File: src/rtl/bpl_decode_pkg.sv
// Package: shared mode type for the bitplane decoder.
// Assumes the plane count field is four bits wide whatever the plane number.
package bpl_decode_pkg;

    localparam int CNT_W = 4;

    typedef struct packed {
        logic [CNT_W-1:0] cnt;   // live plane count, already clamped
        logic             dual;  // playfield split by odd/even plane
        logic             ham;   // hold-and-modify selected
        logic             byp;   // color table skipped
    } mode_t;

endpackage

File: src/rtl/bpl_ctl_regs.sv
// Module: mode and extended control registers.
// Holds the mode word and the extended bits, clamps the plane count to
// NPL and gates the extended bits with the enable. Assumes NPL <= 15.
module bpl_ctl_regs
    import bpl_decode_pkg::*;
#(
    parameter int NPL   = 8,
    parameter int CTL_W = 11,
    parameter int EXT_W = 5
) (
    input  logic             clk,
    input  logic             rst_n,
    input  logic             ctl_we,
    input  logic [CTL_W-1:0] ctl_wdata,
    input  logic             ext_we,
    input  logic [EXT_W-1:0] ext_wdata,
    output mode_t            mode,
    output logic [EXT_W-1:0] ext_eff,
    output logic             mode_lace,
    output logic             mode_lpen,
    output logic             mode_ersy
);
    localparam int B_DUAL = CNT_W;
    localparam int B_HAM  = CNT_W + 1;
    localparam int B_BYP  = CNT_W + 2;
    localparam int B_XEN  = CNT_W + 3;
    localparam int B_LACE = CNT_W + 4;
    localparam int B_LPEN = CNT_W + 5;
    localparam int B_ERSY = CNT_W + 6;
    localparam logic [CNT_W-1:0] CNT_MAX = CNT_W'(NPL);

    logic [CTL_W-1:0] ctl_q;
    logic [EXT_W-1:0] ext_q;
    logic [CNT_W-1:0] cnt_raw;

    // Purpose: hold the mode word, cleared by reset.
    always_ff @(posedge clk) begin
        if (!rst_n)      ctl_q <= '0;
        else if (ctl_we) ctl_q <= ctl_wdata;
    end

    // Purpose: hold the extended bits, writable regardless of the enable.
    always_ff @(posedge clk) begin
        if (!rst_n)      ext_q <= '0;
        else if (ext_we) ext_q <= ext_wdata;
    end

    // Purpose: decode fields, clamp the count and gate the extended bits.
    always_comb begin
        cnt_raw   = ctl_q[CNT_W-1:0];
        mode.cnt  = (cnt_raw > CNT_MAX) ? CNT_MAX : cnt_raw;
        mode.dual = ctl_q[B_DUAL];
        mode.ham  = ctl_q[B_HAM];
        mode.byp  = ctl_q[B_BYP];
        ext_eff   = ctl_q[B_XEN] ? ext_q : '0;
        mode_lace = ctl_q[B_LACE];
        mode_lpen = ctl_q[B_LPEN];
        mode_ersy = ctl_q[B_ERSY];
    end

    // a write to the extended register is always stored.
    p_ext_store_r9: assert property (@(posedge clk) disable iff (!rst_n)
        ext_we |=> (ext_q == $past(ext_wdata)));

    // reset leaves the power-up-cleared bits low.
    p_rst_clear_r10: assert property (@(posedge clk)
        !rst_n |=> (!mode_lace && !mode_lpen && !mode_ersy && ext_eff == '0));

endmodule

File: src/rtl/bpl_plane_decode.sv
// Module: combinational plane-to-index decoder.
// Masks planes above the live count, splits playfields, detects the
// half-brite case and routes the result to the index or raw path.
// Assumes NPL is even and the index is wide enough for two playfields.
module bpl_plane_decode
    import bpl_decode_pkg::*;
#(
    parameter int NPL   = 8,
    parameter int IDX_W = 8
) (
    input  mode_t            mode,
    input  logic [NPL-1:0]   planes,
    output logic [IDX_W-1:0] idx,
    output logic             half,
    output logic [IDX_W-1:0] raw
);
    localparam int PF_W   = NPL / 2;
    localparam int PF_OFS = 1 << (PF_W - 1);
    localparam int EHB_N  = 6;
    localparam int EHB_IW = EHB_N - 1;

    logic [NPL-1:0]   msk;
    logic [PF_W-1:0]  pf_a;
    logic [PF_W-1:0]  pf_b;
    logic [IDX_W-1:0] resolved;
    logic             ehb;

    // Masking: one gate per plane, enabled when the plane is below the count.
    for (genvar g = 0; g < NPL; g++) begin : g_mask
        assign msk[g] = planes[g] & (32'(mode.cnt) > g);
    end

    // Playfield split: even-numbered inputs to A, odd-numbered inputs to B.
    for (genvar g = 0; g < PF_W; g++) begin : g_split
        assign pf_a[g] = msk[2*g];
        assign pf_b[g] = msk[2*g+1];
    end

    assign ehb = (32'(mode.cnt) == EHB_N) && !mode.ham && !mode.dual;

    // Purpose: resolve playfield priority or pass the masked planes.
    always_comb begin
        if (mode.dual) begin
            if (pf_a != '0)      resolved = IDX_W'(pf_a);
            else if (pf_b != '0) resolved = IDX_W'(pf_b) + IDX_W'(PF_OFS);
            else                 resolved = '0;
        end else begin
            resolved = IDX_W'(msk);
        end
    end

    // Purpose: pick the bypass, half-brite or plain index output.
    always_comb begin
        idx  = '0;
        half = 1'b0;
        raw  = '0;
        if (mode.byp) begin
            raw = resolved;
        end else if (ehb) begin
            idx  = IDX_W'(msk[EHB_IW-1:0]);
            half = msk[EHB_IW];
        end else begin
            idx = resolved;
        end
    end

    // no output bit at or above the count in single playfield.
    always_comb begin
        if (!mode.dual)
            p_mask_r2: assert (((idx | raw) >> mode.cnt) == '0);
    end

endmodule

File: src/rtl/bpl_pix_pipe.sv
// Module: output pipeline.
// Stage 1 registers the decoded index; stage 2 registers the palette
// answer, halving each channel when stage 1 requested it. Assumes the
// palette answers the stage-1 index within the same cycle.
module bpl_pix_pipe #(
    parameter int IDX_W = 8,
    parameter int CH_W  = 4,
    parameter int NCH   = 3
) (
    input  logic                clk,
    input  logic                rst_n,
    input  logic [IDX_W-1:0]    idx_d,
    input  logic                half_d,
    input  logic [IDX_W-1:0]    raw_d,
    input  logic                ham_d,
    input  logic [NCH*CH_W-1:0] pal_rgb,
    output logic [IDX_W-1:0]    idx_q,
    output logic                half_q,
    output logic [IDX_W-1:0]    raw_q,
    output logic                ham_q,
    output logic [NCH*CH_W-1:0] rgb_q
);
    logic [NCH*CH_W-1:0] rgb_d;

    // Purpose: stage-1 register of the decoded pixel.
    always_ff @(posedge clk) begin
        if (!rst_n) begin
            idx_q  <= '0;
            half_q <= 1'b0;
            raw_q  <= '0;
            ham_q  <= 1'b0;
        end else begin
            idx_q  <= idx_d;
            half_q <= half_d;
            raw_q  <= raw_d;
            ham_q  <= ham_d;
        end
    end

    // Halving: one shifter per color channel.
    for (genvar c = 0; c < NCH; c++) begin : g_chan
        assign rgb_d[c*CH_W +: CH_W] = half_q
            ? {1'b0, pal_rgb[c*CH_W+1 +: CH_W-1]}
            : pal_rgb[c*CH_W +: CH_W];

        // a halved channel never has its top bit set.
        p_half_msb_r5: assert property (@(posedge clk) disable iff (!rst_n)
            half_q |=> (rgb_q[c*CH_W+CH_W-1] == 1'b0));
    end

    // Purpose: stage-2 register of the final color.
    always_ff @(posedge clk) begin
        if (!rst_n) rgb_q <= '0;
        else        rgb_q <= rgb_d;
    end

    // unhalved colors pass the palette answer unchanged one cycle later.
    p_rgb_pass_r5: assert property (@(posedge clk) disable iff (!rst_n)
        !half_q |=> (rgb_q == $past(pal_rgb)));

    // a raw value excludes the index and the half flag.
    p_byp_excl_r7: assert property (@(posedge clk) disable iff (!rst_n)
        (raw_q != '0) |-> (idx_q == '0 && !half_q));

endmodule

File: src/rtl/bpl_pixel_decode.sv
// Module: top of the bitplane pixel decoder.
// Connects the control registers, the plane decoder and the output
// pipeline. Assumes an external palette answers color_idx combinationally.
module bpl_pixel_decode
    import bpl_decode_pkg::*;
#(
    parameter int NPL   = 8,
    parameter int IDX_W = 8,
    parameter int CH_W  = 4,
    parameter int NCH   = 3,
    parameter int CTL_W = 11,
    parameter int EXT_W = 5
) (
    input  logic                clk,
    input  logic                rst_n,
    input  logic                ctl_we,
    input  logic [CTL_W-1:0]    ctl_wdata,
    input  logic                ext_we,
    input  logic [EXT_W-1:0]    ext_wdata,
    input  logic [NPL-1:0]      planes,
    input  logic [NCH*CH_W-1:0] pal_rgb,
    output logic [IDX_W-1:0]    color_idx,
    output logic                half_flag,
    output logic [IDX_W-1:0]    raw_pix,
    output logic                ham_active,
    output logic [NCH*CH_W-1:0] rgb_out,
    output logic [EXT_W-1:0]    ext_eff,
    output logic                mode_lace,
    output logic                mode_lpen,
    output logic                mode_ersy
);
    mode_t            mode;
    logic [IDX_W-1:0] idx_d;
    logic             half_d;
    logic [IDX_W-1:0] raw_d;

    bpl_ctl_regs #(.NPL(NPL), .CTL_W(CTL_W), .EXT_W(EXT_W)) u_ctl (
        .clk       (clk),
        .rst_n     (rst_n),
        .ctl_we    (ctl_we),
        .ctl_wdata (ctl_wdata),
        .ext_we    (ext_we),
        .ext_wdata (ext_wdata),
        .mode      (mode),
        .ext_eff   (ext_eff),
        .mode_lace (mode_lace),
        .mode_lpen (mode_lpen),
        .mode_ersy (mode_ersy)
    );

    bpl_plane_decode #(.NPL(NPL), .IDX_W(IDX_W)) u_dec (
        .mode   (mode),
        .planes (planes),
        .idx    (idx_d),
        .half   (half_d),
        .raw    (raw_d)
    );

    bpl_pix_pipe #(.IDX_W(IDX_W), .CH_W(CH_W), .NCH(NCH)) u_pipe (
        .clk     (clk),
        .rst_n   (rst_n),
        .idx_d   (idx_d),
        .half_d  (half_d),
        .raw_d   (raw_d),
        .ham_d   (mode.ham),
        .pal_rgb (pal_rgb),
        .idx_q   (color_idx),
        .half_q  (half_flag),
        .raw_q   (raw_pix),
        .ham_q   (ham_active),
        .rgb_q   (rgb_out)
    );

    // the half flag only accompanies indices of five bits.
    p_half_idx_r4: assert property (@(posedge clk) disable iff (!rst_n)
        half_flag |-> (color_idx[IDX_W-1:5] == '0));

endmodule

File: config.mk
export PLATFORM = sky130hd
export DESIGN_NAME = bpl_pixel_decode
export DESIGN_NICKNAME = d
export VERILOG_FILES = /design/src/rtl/bpl_decode_pkg.sv /design/src/rtl/bpl_ctl_regs.sv /design/src/rtl/bpl_plane_decode.sv /design/src/rtl/bpl_pix_pipe.sv /design/src/rtl/bpl_pixel_decode.sv
export SDC_FILE = /design/constraint.sdc
export NUM_CORES = 1
export LEC_CHECK = 0
export BUFFER_PORTS_ARGS = -buffer_cell sky130_fd_sc_hd__buf_2
export CAP_MARGIN = 5
export CORE_MARGIN = 4
export CORE_UTILIZATION = 47
export CTS_CLUSTER_DIAMETER = 60
export DETAILED_ROUTE_END_ITERATION = 7
export GPL_ROUTABILITY_DRIVEN = 0
export PLACE_DENSITY = 0.79
export SYNTH_ARGS = -nofsm -noshare
export SYNTH_HDL_FRONTEND = slang
export SYNTH_SLANG_ARGS = --single-unit
File: constraint.sdc
create_clock -name clk -period 1.8 [get_ports clk]
set_clock_uncertainty 0.2 [all_clocks]
set_input_delay 0.27 -clock clk [delete_from_list [all_inputs] [get_ports clk]]
set_output_delay 0.27 -clock clk [all_outputs]
set_load 0.005 [all_outputs]
==> flow_summary.toml, run 1 <==
[run_status]
outcome = "finished, final reports clean"

[logic_synthesis]
yosysTopAreaCellShare_pct = 50.5
synth_compound_area_share_pct = 9.88
netlist.top_cell.by_area = "dfxtp_1"
synthDistinctLibCells = 35
ys_top_cells_by_area = "dfxtp_1, mux2i_1, nor2b_1, and2_1, nor2_1"
synth_fa_ha_area_share_pct = 0
synth_fp_nets = 218
synth_xor_area_share_pct = 0
synthArstFlopShare_pct = 0
synth_top_family_by_area = "simple AND/OR/NAND/NOR gates"
syn_area_per_cell_sq_um = 10.2
synth_edf_count = 0
yosysSeqAreaShare_pct = 50.5
synth_top_flop_cell = "dfxtp_1"
syn-cell-area_sq_um = 1820
ys_warn_count = 0
synth-seq-cells = 46
synth_simple_gate_area_share_pct = 21.3
synthMuxAreaShare_pct = 14.3
synthCells = 178

[clock_network]
htree_levels = 2
worstSkewPairLatency_ps = 290
cts_root_buf = "clkbuf_8"
cts_tree = "done"
cts.sinks = 46
cts_made_buffers = 5
clockBufferDepth = 2
clk_pin_slew_ps = 80

[sta]
finalHoldViolCount = 0
fin_crit_sh_pct = 94.3
slew_violations = 0
worstMarginPinSlew_ps = 579
tns_ps = 0
finalCriticalPeriod_ps = 1700
slew_headroom_pct = 61.4
setup_viol = 0
fmax_ghz = 0.589

[finish]
final_cell_area_sq_um = 2360
post-route-util_pct = 63.6
area_growth_syn_to_layout_pct = 29.7
antenna_cells = 0
fin_cells = 306
fin_nets = 297
drive_above_1_share_pct = 37.6

[global_route]
antenna_found_initial = 0
grtUsageTotal_pct = 16.9
grt_max_degree = 18
grt_pass1_wl_microns = 6790
grt_overflow_total = 0
first_global_vias = 1554

[critical_path]
slowest_delay_ps = 480
endpoint_kind = "register"
crit_chain = "o41a_1 -> a31oi_2 -> nand2_1 -> o32ai_2"
cp.buffers_inverters = 0
worst-endpoint-required_ps = 1810
r2r_start = "u_ctl.ctl_q[2]$_SDFFE_PN0P_"
worst-path-stages = 4
r2r_end = "u_pipe.raw_q[4]$_SDFF_PN0_"
crit_type = "register to register"
cp-start-kind = "register"
critPathTopFamily = "compound AO/OA/AOI/OAI gates"
rrSetupSlack_ps = 100
crit_arrival_ps = 1710
crit_path_top_delay_cell = "o41a_1"
critPathLaunch = "u_ctl.ctl_q[2]$_SDFFE_PN0P_"
cp_max_fo = 11
worst_r2r_path_depth = 4

[floorplanning]
die_h_microns = 70.3
io_pins = 78
die_width_microns = 70.3
die_area_sq_um = 4940
fp.coreArea_sq_um = 3720
initial_core_util_pct = 49.1
num_rows = 22

[power_and_ir_drop]
clockPowerShare_pct = 32.4
p_seq_share_pct = 54.9
leakagePower_nw = 1.11
peakVddDrop_v = 0.000763
powerDensity_nw_per_um2 = 842
intPower_mw = 1.50
power.share.switching_pct = 24.4
p_switching_mw = 0.486
p_total_mw = 1.99
combPwrFrac_pct = 12.7

[min_path]
worstHoldStart = "pal_rgb[11]"
whs_endpoint = "u_pipe.rgb_q[11]$_SDFF_PP0_"
holdCritPathClass = "input pin to register"
hold_depth = 2

[place]
dpl_cell_area_sq_um = 2230
post-place-cells = 296
port_buffers = 77
dp_hpwl_microns = 3110

[job]
drv_cap = 0

[route]
vias = 1549
wire_per_inst_microns = 13.2
drt_iter0_markers = 137
via_per_inst = 5.06
wl_microns = 4030
dr.pass1.iters = 4
drc = 0
ant_nets = 0
[stage by stage]
stage | hold WS, ps | setup WS (ps)
after floorplan | 184 | 214
after global placement | 285 | 148
after detailed placement | 292 | 119
after CTS | 1.08 | 97.4
after global routing | 0.173 | -3.03
final | 6.37 | 102
[layer usage]
metal / up-vias / part of all wire, % / GRT usage [%]
met5: - / 0 / 0
met4: 0 / 1.1 / 5.53
met3: 7 / 12 / 7.63
met2: 73 / 47 / 29.3
met1: 702 / 39 / 18.2
li1: 767 / - / -
[worst max-delay path by stage]
stage,endpoint,slack (ps)
global placement,u_pipe.raw_q[1]$_SDFF_PN0_,150
global route,u_pipe.raw_q[2]$_SDFF_PN0_,-3
detailed placement,u_pipe.raw_q[4]$_SDFF_PN0_,120
CTS,u_pipe.raw_q[4]$_SDFF_PN0_,100
floorplan,u_pipe.raw_q[2]$_SDFF_PN0_,210
finish,u_pipe.raw_q[4]$_SDFF_PN0_,100
[power by group through the flow]
stage / logic [mW] / registers, mW / clock network (mW)
after floorplan: 0.147 / 1.11 / 0
after global placement: 0.242 / 1.11 / 0
after detailed placement: 0.246 / 1.11 / 0
after CTS: 0.250 / 1.09 / 0.665
after global routing: 0.283 / 1.10 / 0.702
final: 0.253 / 1.09 / 0.645
[sequential cells by signal, indices dropped and copies added, names as in the netlist]
signal,flops
u_pipe.ham_q,1
u_pipe.idx_q,8
u_ctl.ctl_q,11
u_pipe.half_q,1
u_pipe.raw_q,8
u_ctl.ext_q,5
u_pipe.rgb_q,12
[cells in the mapped netlist (all sizes together), types with 3 or more instances]
cell type / n
a21oi: 5
and2: 10
and3: 3
buf: 6
clkbuf: 5
dfxtp: 46
mux2i: 25
nand2: 8
nand3: 4
nor2: 11
nor2b: 27
o21ai: 5
[worst register-to-register path, delay by kind of cell, from the launching register on]
family | cells | cell delay [ps]
AOI/OAI and AO/OA | 3 | 910
DFF | 1 | 380
and+or+nand+nor | 1 | 130
[repair_timing]
item | in CTS | in global routing
setup endpoints to repair | 0 | 3
hold endpoints to repair | 2 | 0
hold buffers | 2 | 0
buffers inserted | 0 | 0
resized for setup | 0 | 4
[layout make-up]
class	count	area (sq um)
fillers	330	1350
multi-input cells	120	846
inverters	1	3.75
well taps	48	60.1
repair buffers	83	435
flip-flops and latches	46	923
clock buffers	6	82.6
clock inverters	2	12.5
[layout by cell type, fill, tap and decap left out, types with 2 or more instances in the layout]
cell	synthesis	layout
nand3_1	4	4
and2_1	10	10
and3_1	3	3
clkbuf_8	0	6
dfxtp_1	46	44
nand2_1	8	8
dlygate4sd3_1	0	2
o21ai_0	3	3
o21ai_1	2	2
nor3_1	2	2
mux2i_1	25	25
buf_2	3	77
buf_4	0	4
nor2b_1	27	27
nor2_1	11	11
dfxtp_2	0	2
a21oi_1	5	5
[kinds of logic after synthesis]
logic type / Yosys count
AOI/OAI and AO/OA: 24
muxes: 26
buffers and inverters: 12
and+or+nand+nor: 70
DFF: 46
No activity file was read; power rests on OpenSTA's default activity.
==> run 2: changes to the inputs <==
Settings changed: RECOVER_POWER from default to 50.
==> flow_summary.toml, run 2 (same netlist as run 1, synthesis figures left out) <==
[sta]
slew_violations = 0
fin_crit_sh_pct = 94.2
fmax_ghz = 0.590
tns_ps = 0
finalCriticalPeriod_ps = 1700
setup_viol = 0
finalHoldViolCount = 0
slew_headroom_pct = 46.2
worstMarginPinSlew_ps = 807
whs_ps = 6.57

[finish]
drive_above_1_share_pct = 32.2
nFillCells = 338
final_cell_mix = "buf_2, dfxtp_1, nor2b_1"
largest_reg_flops = 12
top_regs = "u_pipe.rgb_q: 12 flops, u_ctl.ctl_q: 11 flops"
antenna_cells = 0
regMostFlops = "u_pipe.rgb_q"
fin_nets = 297
area_growth_syn_to_layout_pct = 28.6
layout_commonest_cell = "buf_2"

[power_and_ir_drop]
power.share.switching_pct = 24.5
leakagePower_nw = 1.05
combPwrFrac_pct = 12.5
powerDensity_nw_per_um2 = 848
peakVddDrop_v = 0.000760
p_seq_share_pct = 55.0
intPower_mw = 1.50
clockPowerShare_pct = 32.5
p_switching_mw = 0.487

[global_route]
antenna_found_initial = 0
grt_overflow_total = 0
busiest_layer = "met2"
grt_max_degree = 18
met2_usage_pct = 29.3
grt.met3_usage_pct = 7.63
grtUsageTotal_pct = 16.9
grt_use_met1_pct = 18.2
first_global_vias = 1554
grt_pass1_wl_microns = 6790

[floorplanning]
num_rows = 22
io_pins = 78
die_width_microns = 70.3
die_h_microns = 70.3
die_area_sq_um = 4940
initial_core_util_pct = 49.1
fp.coreArea_sq_um = 3720

[clock_network]
clockBufferDepth = 2
cts_root_buf = "clkbuf_8"
post_cts_buffers = 0
clk_pin_slew_ps = 80
cts.sinks = 46
htree_levels = 2
cts_made_buffers = 5
worstSkewPairLatency_ps = 290
cts_tree = "done"

[critical_path]
crit_arrival_ps = 1700
crit_chain = "o41a_1 -> a31oi_2 -> nand2_1 -> o32ai_2"
slowest_delay_ps = 480
endpoint_kind = "register"
critPathTopFamily = "compound AO/OA/AOI/OAI gates"
cp-start-kind = "register"
crit_type = "register to register"
worst-endpoint-required_ps = 1810
cp_max_fo = 11
cp.buffers_inverters = 0
crit_path_top_delay_cell = "o41a_1"

[route]
drc = 0
wl_microns = 4070
wire_per_inst_microns = 13.3
via_per_inst = 5.03
dr.pass1.iters = 4
ant_nets = 0
vias = 1538
drt_iter0_markers = 133

[min_path]
holdCritPathClass = "input pin to register"

[place]
port_buffers = 77
dp_hpwl_microns = 3110

[run_status]
outcome = "finished, final reports clean"

[job]
drv_cap = 0
[run 2: worst register-to-register path: stages (launching register included)]
cell     delay (ps)
dfxtp_2         380
o41a_1          480
a31oi_2         230
nand2_1         120
o32ai_2         200
[run 2: routing by layer]
metal	vias up	share of wire, %
met5	-	0
met4	0	1.1
met3	7	12
met2	75	47
met1	690	40
li1	766	-
[run 2: power by group through the flow]
stage	sequential [mW]	clock (mW)	combinational, mW
4_1_cts	1.09	0.665	0.250
5_1_grt	1.10	0.702	0.280
2_1_floorplan	1.11	0	0.147
6_report	1.09	0.646	0.249
3_5_place_dp	1.11	0	0.246
3_3_place_gp	1.11	0	0.242
[run 2: path summary, 6_finish.rpt]
kind	startpoint	endpoint	slack (ps)	depth (start not counted)
worst max-delay path	u_ctl.ctl_q[2]$_SDFFE_PN0P_	u_pipe.raw_q[4]$_SDFF_PN0_	100	4
worst min-delay path	pal_rgb[11]	u_pipe.rgb_q[11]$_SDFF_PP0_	7	2
worst max register to register	u_ctl.ctl_q[2]$_SDFFE_PN0P_	u_pipe.raw_q[4]$_SDFF_PN0_	100	4
worst min register to register	u_ctl.ctl_q[5]$_SDFFE_PN0P_	u_pipe.ham_q$_SDFF_PN0_	310	1
[run 2: layout make-up]
type	count	area [sq um]	area share, %
Timing Repair Buffer	83	415	17.7
Clock buffer	6	82.6	3.52
Clock inverter	2	12.5	0.534
Inverter	1	3.75	0.160
Tap cell	48	60.1	2.56
Sequential cell	46	923	39.4
Multi-Input combinational cell	120	846	36.1
[run 2: repair_timing]
action | in CTS | in global routing
setup endpoints to repair | 0 | 3
endpoints found under the hold margin | 2 | 0
resized for setup | 0 | 4
hold buffers | 2 | 0
[run 2: metrics by stage]
step	total power, mW	utilization [%]	instances	setup WS (ps)	instance area [sq um]
finish	1.99	63.1	306	105	2340
global route	2.08	63.1	306	-3.29	2340
CTS	2.01	63.1	306	97.4	2350
detailed placement	1.36	60.0	296	119	2230
global placement	1.35	60.0	296	148	2230
floorplan	1.26	-	178	214	1820
==> run 3: changes to the inputs <==
Settings changed: ABC_CLOCK_PERIOD_IN_PS from default to 1800, BUFFER_PORTS_ARGS -buffer_cell sky130_fd_sc_hd__buf_2 to -buffer_cell sky130_fd_sc_hd__clkbuf_2.
==> flow_summary.toml, run 3 (same netlist as run 1, synthesis figures left out) <==
[power_and_ir_drop]
peakVddDrop_v = 0.000521
powerDensity_nw_per_um2 = 840
intPower_mw = 1.50
clockPowerShare_pct = 32.3
p_switching_mw = 0.484
leakagePower_nw = 1.08
power.share.switching_pct = 24.3
p_seq_share_pct = 55.0
p_total_mw = 1.99
combPwrFrac_pct = 12.8

[sta]
worstMarginPinSlew_ps = 834
whs_ps = 12.1
fmax_ghz = 0.581
slew_violations = 0
slew_headroom_pct = 44.4
rsz0062_at_grt = "yes"
setup_viol = 0
finalCriticalPeriod_ps = 1720
finalHoldViolCount = 0
fin_crit_sh_pct = 95.6
tns_ps = 0

[finish]
multi_input_area_sq_um = 846
fin_cells = 308
top_regs = "u_pipe.rgb_q: 12 flops, u_ctl.ctl_q: 11 flops"
drive_above_1_share_pct = 33.8
largest_reg_flops = 12
fin_nets = 299
regArea_sq_um = 922
area_growth_syn_to_layout_pct = 29.9
layout_commonest_cell = "clkbuf_2"
post-route-util_pct = 63.7
nFillCells = 335
antenna_cells = 0
final_cell_mix = "clkbuf_2, dfxtp_1, nor2b_1"
regMostFlops = "u_pipe.rgb_q"

[route]
vias = 1552
drc = 0
ant_nets = 0
dr.pass1.iters = 4
wl_microns = 4090
via_per_inst = 5.04
wire_per_inst_microns = 13.3
drt_iter0_markers = 98

[job]
drv_cap = 0

[clock_network]
cts_root_buf = "clkbuf_8"
post_cts_buffers = 0
clockBufferDepth = 2
cts_made_buffers = 5
worstSkewPairLatency_ps = 300
htree_levels = 2
clk_pin_slew_ps = 80
cts_tree = "done"
cts.sinks = 46

[critical_path]
crit_path_top_delay_cell = "o41a_1"
r2r_start = "u_ctl.ctl_q[2]$_SDFFE_PN0P_"
cp-start-kind = "register"
endpoint_kind = "register"
rrSetupSlack_ps = 80
slowest_delay_ps = 520
crit_chain = "o41a_1 -> a31oi_4 -> nand2_1 -> o32ai_2"
crit_arrival_ps = 1740
worst-endpoint-required_ps = 1820
r2r_end = "u_pipe.raw_q[4]$_SDFF_PN0_"
cp_max_fo = 11
worst_r2r_path_depth = 4
crit_type = "register to register"

[run_status]
outcome = "finished, final reports clean"

[place]
dp_hpwl_microns = 3100
post-place-cells = 297
port_buffers = 77

[floorplanning]
io_pins = 78
fp.coreArea_sq_um = 3720
die_width_microns = 70.3
die_h_microns = 70.3
initial_core_util_pct = 49.1
die_area_sq_um = 4940
num_rows = 22

[global_route]
grt_overflow_total = 0
antenna_found_initial = 0
grtUsageTotal_pct = 17.7
grt_max_degree = 18
grt_pass1_wl_microns = 6950
first_global_vias = 1540

[min_path]
holdCritPathClass = "input pin to register"
worstHoldStart = "planes[5]"
whs_endpoint = "u_pipe.half_q$_SDFF_PP0_"
hold_depth = 3
run 3: cell types whose count changed in the layout (fill, tap and decap cells not counted), moves of 2 or more:
cell	change
and2_0	+2
and2_1	-2
buf_4	+2
buf_2	-64
clkbuf_2	+70
clkbuf_1	-6
run 3: area by class of cell:
type                            count  area share, %
Tap cell                           48           2.54
Timing Repair Buffer               85           18.8
Multi-Input combinational cell    120           35.7
Clock buffer                        7           3.65
Sequential cell                    46           39.0
Inverter                            1          0.159
Clock inverter                      1          0.211
run 3: stage by stage:
step	instance area [sq um]	setup slack, ps
floorplan	1820	214
global placement	2240	151
detailed placement	2240	119
CTS	2360	95.1
global route	2370	-8.53
finish	2370	79.7
run 3: worst max-delay path: cells and delay by family, from the launching register on:
| kind | cells | cell delay [ps] |
|---|---|---|
| AO/OA/AOI/OAI | 3 | 910 |
| AND/OR/NAND/NOR | 1 | 110 |
| flip-flops | 1 | 410 |
run 3: power by group through the flow:
stage | logic [mW] | registers, mW | clock network (mW)
global placement | 0.241 | 1.11 | 0
floorplan | 0.147 | 1.11 | 0
finish | 0.254 | 1.09 | 0.642
CTS | 0.251 | 1.09 | 0.661
global route | 0.284 | 1.10 | 0.703
detailed placement | 0.245 | 1.12 | 0
run 3: worst max-delay path by stage:
stage | from | endpoint | slack, ps
3_5_place_dp | u_ctl.ctl_q[2]$_SDFFE_PN0P_ | u_pipe.raw_q[1]$_SDFF_PN0_ | 120
2_1_floorplan | u_ctl.ctl_q[3]$_SDFFE_PN0P_ | u_pipe.raw_q[2]$_SDFF_PN0_ | 210
3_3_place_gp | u_ctl.ctl_q[2]$_SDFFE_PN0P_ | u_pipe.raw_q[1]$_SDFF_PN0_ | 150
4_1_cts | u_ctl.ctl_q[2]$_SDFFE_PN0P_ | u_pipe.raw_q[4]$_SDFF_PN0_ | 100
6_report | u_ctl.ctl_q[2]$_SDFFE_PN0P_ | u_pipe.raw_q[4]$_SDFF_PN0_ | 80
5_1_grt | u_ctl.ctl_q[3]$_SDFFE_PN0P_ | u_pipe.raw_q[2]$_SDFF_PN0_ | -9
run 3: what timing repair did:
action	4_1_cts	5_1_grt
hold endpoints to repair	3	0
setup endpoints to repair	0	3
resized for setup	0	3
hold buffers	3	0
run 3: layer usage:
metal | global-route usage, % | up-vias | share of wire (%)
met3 | 8.63 | 6 | 11
met4 | 7.23 | 0 | 2.1
met1 | 20.4 | 710 | 41
met5 | 0 | - | 0
met2 | 27.8 | 64 | 46
li1 | - | 772 | -
